--- src/rtl/qh_exec_pkg.sv ---
package qh_exec_pkg;

  typedef enum logic [2:0] {
    ST_IDLE  = 3'd0,
    ST_CHECK = 3'd1,
    ST_ISSUE = 3'd2,
    ST_WAIT  = 3'd3,
    ST_DONE  = 3'd4
  } exec_st_e;

  typedef enum logic [1:0] {
    HS_ACK   = 2'd0,
    HS_NAK   = 2'd1,
    HS_NYET  = 2'd2,
    HS_STALL = 2'd3
  } hs_e;

  typedef enum logic [2:0] {
    EX_PID_STOP   = 3'd0,
    EX_PRE_NOFIT  = 3'd1,
    EX_PRE_ZERO   = 3'd2,
    EX_COUNT_DONE = 3'd3,
    EX_HANDSHAKE  = 3'd4,
    EX_XACT_ERR   = 3'd5,
    EX_INACTIVE   = 3'd6,
    EX_NOFIT_NEXT = 3'd7
  } exit_e;

endpackage

--- src/rtl/qh_txn_counter.sv ---
module qh_txn_counter #(
  parameter int CNT_W = 2
) (
  input  logic             clk,
  input  logic             rst_n,
  input  logic             load_en,
  input  logic [CNT_W-1:0] load_val,
  input  logic             dec_en,
  output logic [CNT_W-1:0] cnt_o,
  output logic [CNT_W-1:0] rem_o
);

  logic [CNT_W-1:0] cnt_q, cnt_d;
  logic             cnt_en;

  assign cnt_en = load_en | (dec_en & (cnt_q != '0));

  always_comb begin
    cnt_d = cnt_q;
    if (load_en)      cnt_d = load_val;
    else if (dec_en)  cnt_d = cnt_q - CNT_W'(1);
  end

  always_ff @(posedge clk or negedge rst_n) begin
    if (!rst_n)       cnt_q <= '0;
    else if (cnt_en)  cnt_q <= cnt_d;
  end

  assign cnt_o = cnt_q;
  assign rem_o = (cnt_q == '0) ? '0 : cnt_q - CNT_W'(1);

  AST_BUDGET_NO_WRAP: assert property (@(posedge clk) disable iff (!rst_n)
    (cnt_q == '0 && !load_en) |=> (cnt_q == '0));

endmodule

--- src/rtl/qh_nak_counter.sv ---
module qh_nak_counter #(
  parameter int NAK_W = 4
) (
  input  logic             clk,
  input  logic             rst_n,
  input  logic             load_en,
  input  logic [NAK_W-1:0] load_val,
  input  logic             dec_en,
  output logic [NAK_W-1:0] nak_o
);

  logic [NAK_W-1:0] nak_q, nak_d;
  logic             nak_en;

  assign nak_en = load_en | (dec_en & (nak_q != '0));

  always_comb begin
    nak_d = nak_q;
    if (load_en)      nak_d = load_val;
    else if (dec_en)  nak_d = nak_q - NAK_W'(1);
  end

  always_ff @(posedge clk or negedge rst_n) begin
    if (!rst_n)       nak_q <= '0;
    else if (nak_en)  nak_q <= nak_d;
  end

  assign nak_o = nak_q;

  AST_NAK_FLOOR: assert property (@(posedge clk) disable iff (!rst_n)
    (nak_q == '0 && !load_en) |=> (nak_q == '0));

endmodule

--- src/rtl/qh_exit_decode.sv ---
module qh_exit_decode
  import qh_exec_pkg::*;
#(
  parameter int CNT_W = 2,
  parameter int RL_W  = 4
) (
  input  logic [1:0]       hs,
  input  logic             err,
  input  logic             pid_err,
  input  logic             cerr_chg,
  input  logic             active,
  input  logic             fits,
  input  logic             is_intr,
  input  logic             is_in,
  input  logic [RL_W-1:0]  rl,
  input  logic [CNT_W-1:0] rem,
  output logic             stop,
  output exit_e            code,
  output logic             wb,
  output logic             nak_dec
);

  logic nak_like;
  logic pid_hit;
  logic pid_go_on;

  assign nak_like  = (hs == HS_NAK) || (hs == HS_NYET);
  assign pid_hit   = pid_err & is_in;
  assign pid_go_on = is_intr && (rem > CNT_W'(1));
  assign nak_dec   = !err && nak_like && is_in && (rl != '0);

  always_comb begin
    stop = 1'b1;
    code = EX_COUNT_DONE;
    wb   = 1'b1;
    if (err) begin
      code = EX_XACT_ERR;
    end else if (hs != HS_ACK) begin
      code = EX_HANDSHAKE;
      wb   = !(nak_like && (rl == '0) && !cerr_chg);
    end else if (pid_hit && !pid_go_on) begin
      code = EX_PID_STOP;
    end else if (rem == '0) begin
      code = EX_COUNT_DONE;
    end else if (!active) begin
      code = EX_INACTIVE;
    end else if (!fits) begin
      code = EX_NOFIT_NEXT;
    end else begin
      stop = 1'b0;
    end
  end

endmodule

--- src/rtl/qh_exec_ctrl.sv ---
module qh_exec_ctrl
  import qh_exec_pkg::*;
#(
  parameter int CNT_W = 2,
  parameter int NAK_W = 4,
  parameter int RL_W  = 4
) (
  input  logic             clk,
  input  logic             rst_n,
  input  logic             start,
  input  logic             is_intr,
  input  logic             is_in,
  input  logic [CNT_W-1:0] mult,
  input  logic [RL_W-1:0]  rl,
  input  logic [NAK_W-1:0] nak_init,
  input  logic             fits,
  input  logic             active,
  input  logic             rsp_valid,
  input  logic [1:0]       rsp_hs,
  input  logic             rsp_err,
  input  logic             rsp_pid_err,
  input  logic             rsp_cerr_chg,
  output logic             txn_req,
  output logic             reclaim_set,
  output logic             done,
  output logic [2:0]       exit_code,
  output logic             wb_req,
  output logic [NAK_W-1:0] nak_cnt
);

  localparam logic [CNT_W-1:0] ASYNC_BUDGET = CNT_W'(1);

  exec_st_e         st_q, st_d;
  exit_e            exit_q, exit_d;
  logic             wb_q, wb_d;
  logic             ctl_en;

  logic             cnt_load, cnt_dec;
  logic [CNT_W-1:0] cnt_load_val, cnt, rem;
  logic             nak_load, nak_dec_en;

  logic             dec_stop, dec_wb, dec_nak;
  exit_e            dec_code;

  assign cnt_load_val = is_intr ? mult : ASYNC_BUDGET;

  qh_txn_counter #(.CNT_W(CNT_W)) u_budget (
    .clk      (clk),
    .rst_n    (rst_n),
    .load_en  (cnt_load),
    .load_val (cnt_load_val),
    .dec_en   (cnt_dec),
    .cnt_o    (cnt),
    .rem_o    (rem)
  );

  qh_nak_counter #(.NAK_W(NAK_W)) u_nak (
    .clk      (clk),
    .rst_n    (rst_n),
    .load_en  (nak_load),
    .load_val (nak_init),
    .dec_en   (nak_dec_en),
    .nak_o    (nak_cnt)
  );

  qh_exit_decode #(.CNT_W(CNT_W), .RL_W(RL_W)) u_decode (
    .hs       (rsp_hs),
    .err      (rsp_err),
    .pid_err  (rsp_pid_err),
    .cerr_chg (rsp_cerr_chg),
    .active   (active),
    .fits     (fits),
    .is_intr  (is_intr),
    .is_in    (is_in),
    .rl       (rl),
    .rem      (rem),
    .stop     (dec_stop),
    .code     (dec_code),
    .wb       (dec_wb),
    .nak_dec  (dec_nak)
  );

  always_comb begin
    st_d        = st_q;
    exit_d      = exit_q;
    wb_d        = wb_q;
    cnt_load    = 1'b0;
    cnt_dec     = 1'b0;
    nak_load    = 1'b0;
    nak_dec_en  = 1'b0;
    reclaim_set = 1'b0;
    unique case (st_q)
      ST_IDLE: begin
        if (start) begin
          st_d     = ST_CHECK;
          cnt_load = 1'b1;
          nak_load = 1'b1;
        end
      end
      ST_CHECK: begin
        if (!fits) begin
          exit_d = EX_PRE_NOFIT;
          wb_d   = 1'b0;
          st_d   = ST_DONE;
        end else if (is_intr && (cnt == '0)) begin
          exit_d = EX_PRE_ZERO;
          wb_d   = 1'b0;
          st_d   = ST_DONE;
        end else begin
          reclaim_set = 1'b1;
          st_d        = ST_ISSUE;
        end
      end
      ST_ISSUE: st_d = ST_WAIT;
      ST_WAIT: begin
        if (rsp_valid) begin
          cnt_dec    = 1'b1;
          nak_dec_en = dec_nak;
          if (dec_stop) begin
            exit_d = dec_code;
            wb_d   = dec_wb;
            st_d   = ST_DONE;
          end else begin
            st_d = ST_ISSUE;
          end
        end
      end
      ST_DONE: st_d = ST_IDLE;
      default: st_d = ST_IDLE;
    endcase
  end

  assign ctl_en = (st_d != st_q);

  always_ff @(posedge clk or negedge rst_n) begin
    if (!rst_n) begin
      st_q   <= ST_IDLE;
      exit_q <= EX_PID_STOP;
      wb_q   <= 1'b0;
    end else if (ctl_en) begin
      st_q   <= st_d;
      exit_q <= exit_d;
      wb_q   <= wb_d;
    end
  end

  assign txn_req   = (st_q == ST_ISSUE);
  assign done      = (st_q == ST_DONE);
  assign exit_code = exit_q;
  assign wb_req    = done & wb_q;

  AST_DONE_PULSE: assert property (@(posedge clk) disable iff (!rst_n)
    done |=> !done);

  AST_PRE_EXIT_NO_WB: assert property (@(posedge clk) disable iff (!rst_n)
    (done && (exit_code == EX_PRE_NOFIT || exit_code == EX_PRE_ZERO)) |-> !wb_req);

  AST_RECLAIM_LEADS_ISSUE: assert property (@(posedge clk) disable iff (!rst_n)
    reclaim_set |=> txn_req);

  AST_LAST_UNIT_EXITS: assert property (@(posedge clk) disable iff (!rst_n)
    (st_q == ST_WAIT && rsp_valid && cnt == CNT_W'(1)) |=> done);

  AST_ERR_EXITS: assert property (@(posedge clk) disable iff (!rst_n)
    (st_q == ST_WAIT && rsp_valid && rsp_err) |=> (done && exit_code == EX_XACT_ERR));

  AST_ZERO_BUDGET_NO_ISSUE: assert property (@(posedge clk) disable iff (!rst_n)
    (st_q == ST_CHECK && is_intr && cnt == '0) |=> !txn_req);

endmodule

--- config.mk ---
export PLATFORM = sky130hd
export DESIGN_NAME = qh_exec_ctrl
export DESIGN_NICKNAME = d
export VERILOG_FILES = /design/src/rtl/qh_exec_pkg.sv /design/src/rtl/qh_txn_counter.sv /design/src/rtl/qh_nak_counter.sv /design/src/rtl/qh_exit_decode.sv /design/src/rtl/qh_exec_ctrl.sv
export SDC_FILE = /design/constraint.sdc
export NUM_CORES = 1
export LEC_CHECK = 0
export BUFFER_PORTS_ARGS = -buffer_cell sky130_fd_sc_hd__buf_2
export CORE_ASPECT_RATIO = 1.2
export CORE_MARGIN = 2
export CORE_UTILIZATION = 51
export CTS_CLUSTER_SIZE = 12
export DETAILED_ROUTE_END_ITERATION = 6
export HOLD_SLACK_MARGIN = 0.1
export PLACE_DENSITY = 0.83
export SYNTH_ARGS = -nofsm -noshare
export SYNTH_HDL_FRONTEND = slang
export SYNTH_SLANG_ARGS = --single-unit
--- constraint.sdc ---
create_clock -name clk -period 3 [get_ports clk]
set_clock_uncertainty 0.1 [all_clocks]
set_input_delay 0.3 -clock clk [delete_from_list [all_inputs] [get_ports clk]]
set_output_delay 0.3 -clock clk [all_outputs]
set_load 0.01 [all_outputs]
==> results.cfg <==
[run_status]
status = finished clean

[critical_path]
arrival_ns = 2.07
rr_startpoint = u_nak.nak_o[0]$_DFFE_PN0P_
r2r_cells = 6
critPathMaxFanout = 4
r2r_setup_slack_ns = 1.00
end_kind = flip-flop
critPathBufInv = 1
critPathMaxStageDelay_ns = 0.54
r2r-end = u_nak.nak_o[1]$_DFFE_PN0P_
crit_chain = inv_1 -> ha_1 -> nor3b_1 -> or4_4 -> mux2i_1 -> mux2_2
crit_type = flip-flop to flip-flop
required_ns = 3.07
crit_slowest_cell = or4_4
worst_setup_path_start_kind = flip-flop
crit_family = simple AND/OR/NAND/NOR gates

[drt]
via_count = 852
drt-total-wl_um = 1990
ant_nets = 0
drtIter0Drc = 14
vias_per_cell = 5.76
wl_per_cell_um = 13.4
firstDrtPassIters = 4
drcViolationCount = 0

[synth]
synth_seq_cells = 13
synth_cells = 93
synth_ff_type = dfrtp_1
yosysWarningCount = 0
seq_area_frac_synth = 0.361
synth.distinct_cells = 37
synth-edff-count = 0
async_flop_share = 1.00
syn-cell-area_um2 = 902
avgSynthCellArea_um2 = 9.70
syn_nets = 121

[hold_path]
hp-class = input port to flip-flop
min_from = nak_init[2]
holdPathEnd = u_nak.nak_o[2]$_DFFE_PN0P_
hold_depth = 3

[cells_and_area]
layoutNonFillerInstCount = 148
nets = 159
final_cell_mix = 33 x buf_2, 13 x dfrtp_1, 8 x inv_1
final_common_cell = buf_2
syn2layout_area_growth_pct = 24.8
drive_above_1_share = 0.377
nFillCells = 135
diodes = 0
finalInstanceArea_um2 = 1130

[clock_tree]
cts.sinks = 13
cts_setup_buffers = 0
path_clk_slew_ns = 0.08
cts_resized = 0
cts_hold_buf = 1
clk_path_buf_depth = 2
cts-root-buf = clkbuf_4
cts_made_buffers = 3
cts_tree = done
clk_latency_ns = 0.28
htree_levels = 1

[floorplan]
die_w_um = 42.4
num_rows = 16
start_util = 0.550
die_h_um = 50.1
core-area_um2 = 1640
die-area_um2 = 2120
ios = 34

[pwr]
power.density_nw_per_um2 = 806
combinationalPowerShare = 0.500
p_int_w = 0.000536
swShare = 0.409
ir_drop_mv = 0.507
switchingPower_w = 0.000371
power_w = 0.000907
clkPwrFrac = 0.122
p_leak_nw = 0.566
pwr-share-seq = 0.378

[timing]
whs_ns = 0.133
fin_tns_setup_ns = 0
worst_slew_pin_slew_ns = 0.547
grt_setup_unrepaired = no
finalCriticalPeriod_ns = 2.00
max_freq_ghz = 0.501
setup-violations-final = 0
hold_viol = 0
relSlewSlack = 0.632
finalMaxSlewViolations = 0
period_share = 0.666

[placement]
numPortBuffers = 33
place_congestion = 0.872
dpl.cell_count = 143
post-dp-hpwl_um = 1610
placed_cell_area_um2 = 1090

[grt]
grt_pass1_vias = 755
antenna_found_initial = 0
grt_usage = 0.204
grt_max_degree = 14
gr-total-overflow = 0
grt_pass1_wl_um = 3230

[flow_run]
cap_violations = 0
-- synthesized netlist by cell type (all sizes together), types with 2 or more instances --
library cell  instances  area share
inv                   8       0.033
mux2i                 2       0.022
a21oi                 3       0.017
a31oi                 2       0.014
ha                    5       0.069
nor2b                 3       0.021
xnor2                 2       0.019
mux2                  6       0.075
nand3b                3       0.025
nor2                  5       0.021
o21ai                 3       0.017
dfrtp                13        0.36
nand4b                2       0.026
and2                  3       0.021
nor4                  2       0.021
o21a                  2       0.017
nor3b                 4       0.033
and3                  2       0.014
nand2b                3       0.021
nand2                 5       0.021
-- layer usage --
metal | track usage | part of all wire | up-vias
met5 | 0 | 0 | -
met4 | 0.104 | 0.015 | 0
met3 | 0.0513 | 0.071 | 4
met2 | 0.326 | 0.49 | 40
met1 | 0.252 | 0.43 | 396
li1 | - | - | 412
-- final cells by class --
type,count,area (um^2),share of cell area
inverter,8,30.0,0.0267
timing repair buffer,35,183,0.162
multi-input combinational,70,538,0.478
sequential,13,325,0.289
clock inverter,1,5.00,0.00444
clock buffer,3,22.5,0.0200
tap,18,22.5,0.0200
-- worst max-delay path by stage --
| stage | from | endpoint | cells after the start | slack, ns |
|---|---|---|---|---|
| 3_5_place_dp | rsp_hs[0] | u_nak.nak_o[1]$_DFFE_PN0P_ | 7 | 1.01 |
| 4_1_cts | u_nak.nak_o[0]$_DFFE_PN0P_ | u_nak.nak_o[1]$_DFFE_PN0P_ | 6 | 1.00 |
| 3_3_place_gp | rsp_hs[0] | u_nak.nak_o[1]$_DFFE_PN0P_ | 7 | 1.04 |
| 5_1_grt | u_budget.cnt_o[0]$_DFFE_PN0P_ | exit_code[2]$_DFFE_PN0P_ | 6 | 0.89 |
| 6_report | u_nak.nak_o[0]$_DFFE_PN0P_ | u_nak.nak_o[1]$_DFFE_PN0P_ | 6 | 1.00 |
| 2_1_floorplan | u_nak.nak_o[0]$_DFFE_PN0P_ | u_nak.nak_o[1]$_DFFE_PN0P_ | 6 | 1.05 |
-- state kept, by name, indices dropped and copies added (netlist names) --
name and flops:
u_nak.nak_o 4, exit_code 3, st_q 3, u_budget.cnt_o 2, wb_q 1
-- power by group through the flow --
stage               clock (W)  sequential (W)  combinational (W)
floorplan                   0        0.000343           0.000307
global placement            0        0.000340           0.000438
detailed placement          0        0.000346           0.000457
CTS                  0.000113        0.000342           0.000460
global route         0.000128        0.000357           0.000506
finish               0.000111        0.000343           0.000454
-- stage by stage --
stage           util  setup slack (ns)
2_1_floorplan      -              1.05
3_3_place_gp   0.663              1.04
3_5_place_dp   0.663              1.01
4_1_cts        0.686              1.00
5_1_grt        0.686             0.891
6_report       0.686              1.00
-- worst min-delay path, cell delays in order --
cell,delay [ns]
buf_2,0.07
a21oi_1,0.05
nand2_1,0.06
-- cells by family (layout without fill, tap and decap cells) --
| family | count (synthesis) | count (layout) | synth area share |
|---|---|---|---|
| muxes | 8 | 8 | 0.0971 |
| xor gates and xnor gates | 2 | 2 | 0.0194 |
| DFF | 13 | 13 | 0.361 |
| and+or+nand+nor | 36 | 36 | 0.264 |
| AOI/OAI and AO/OA | 19 | 19 | 0.147 |
| buffers and inverters | 10 | 47 | 0.0430 |
| adders and majority gates | 5 | 5 | 0.0693 |
Power figures use the tool's default switching activity.
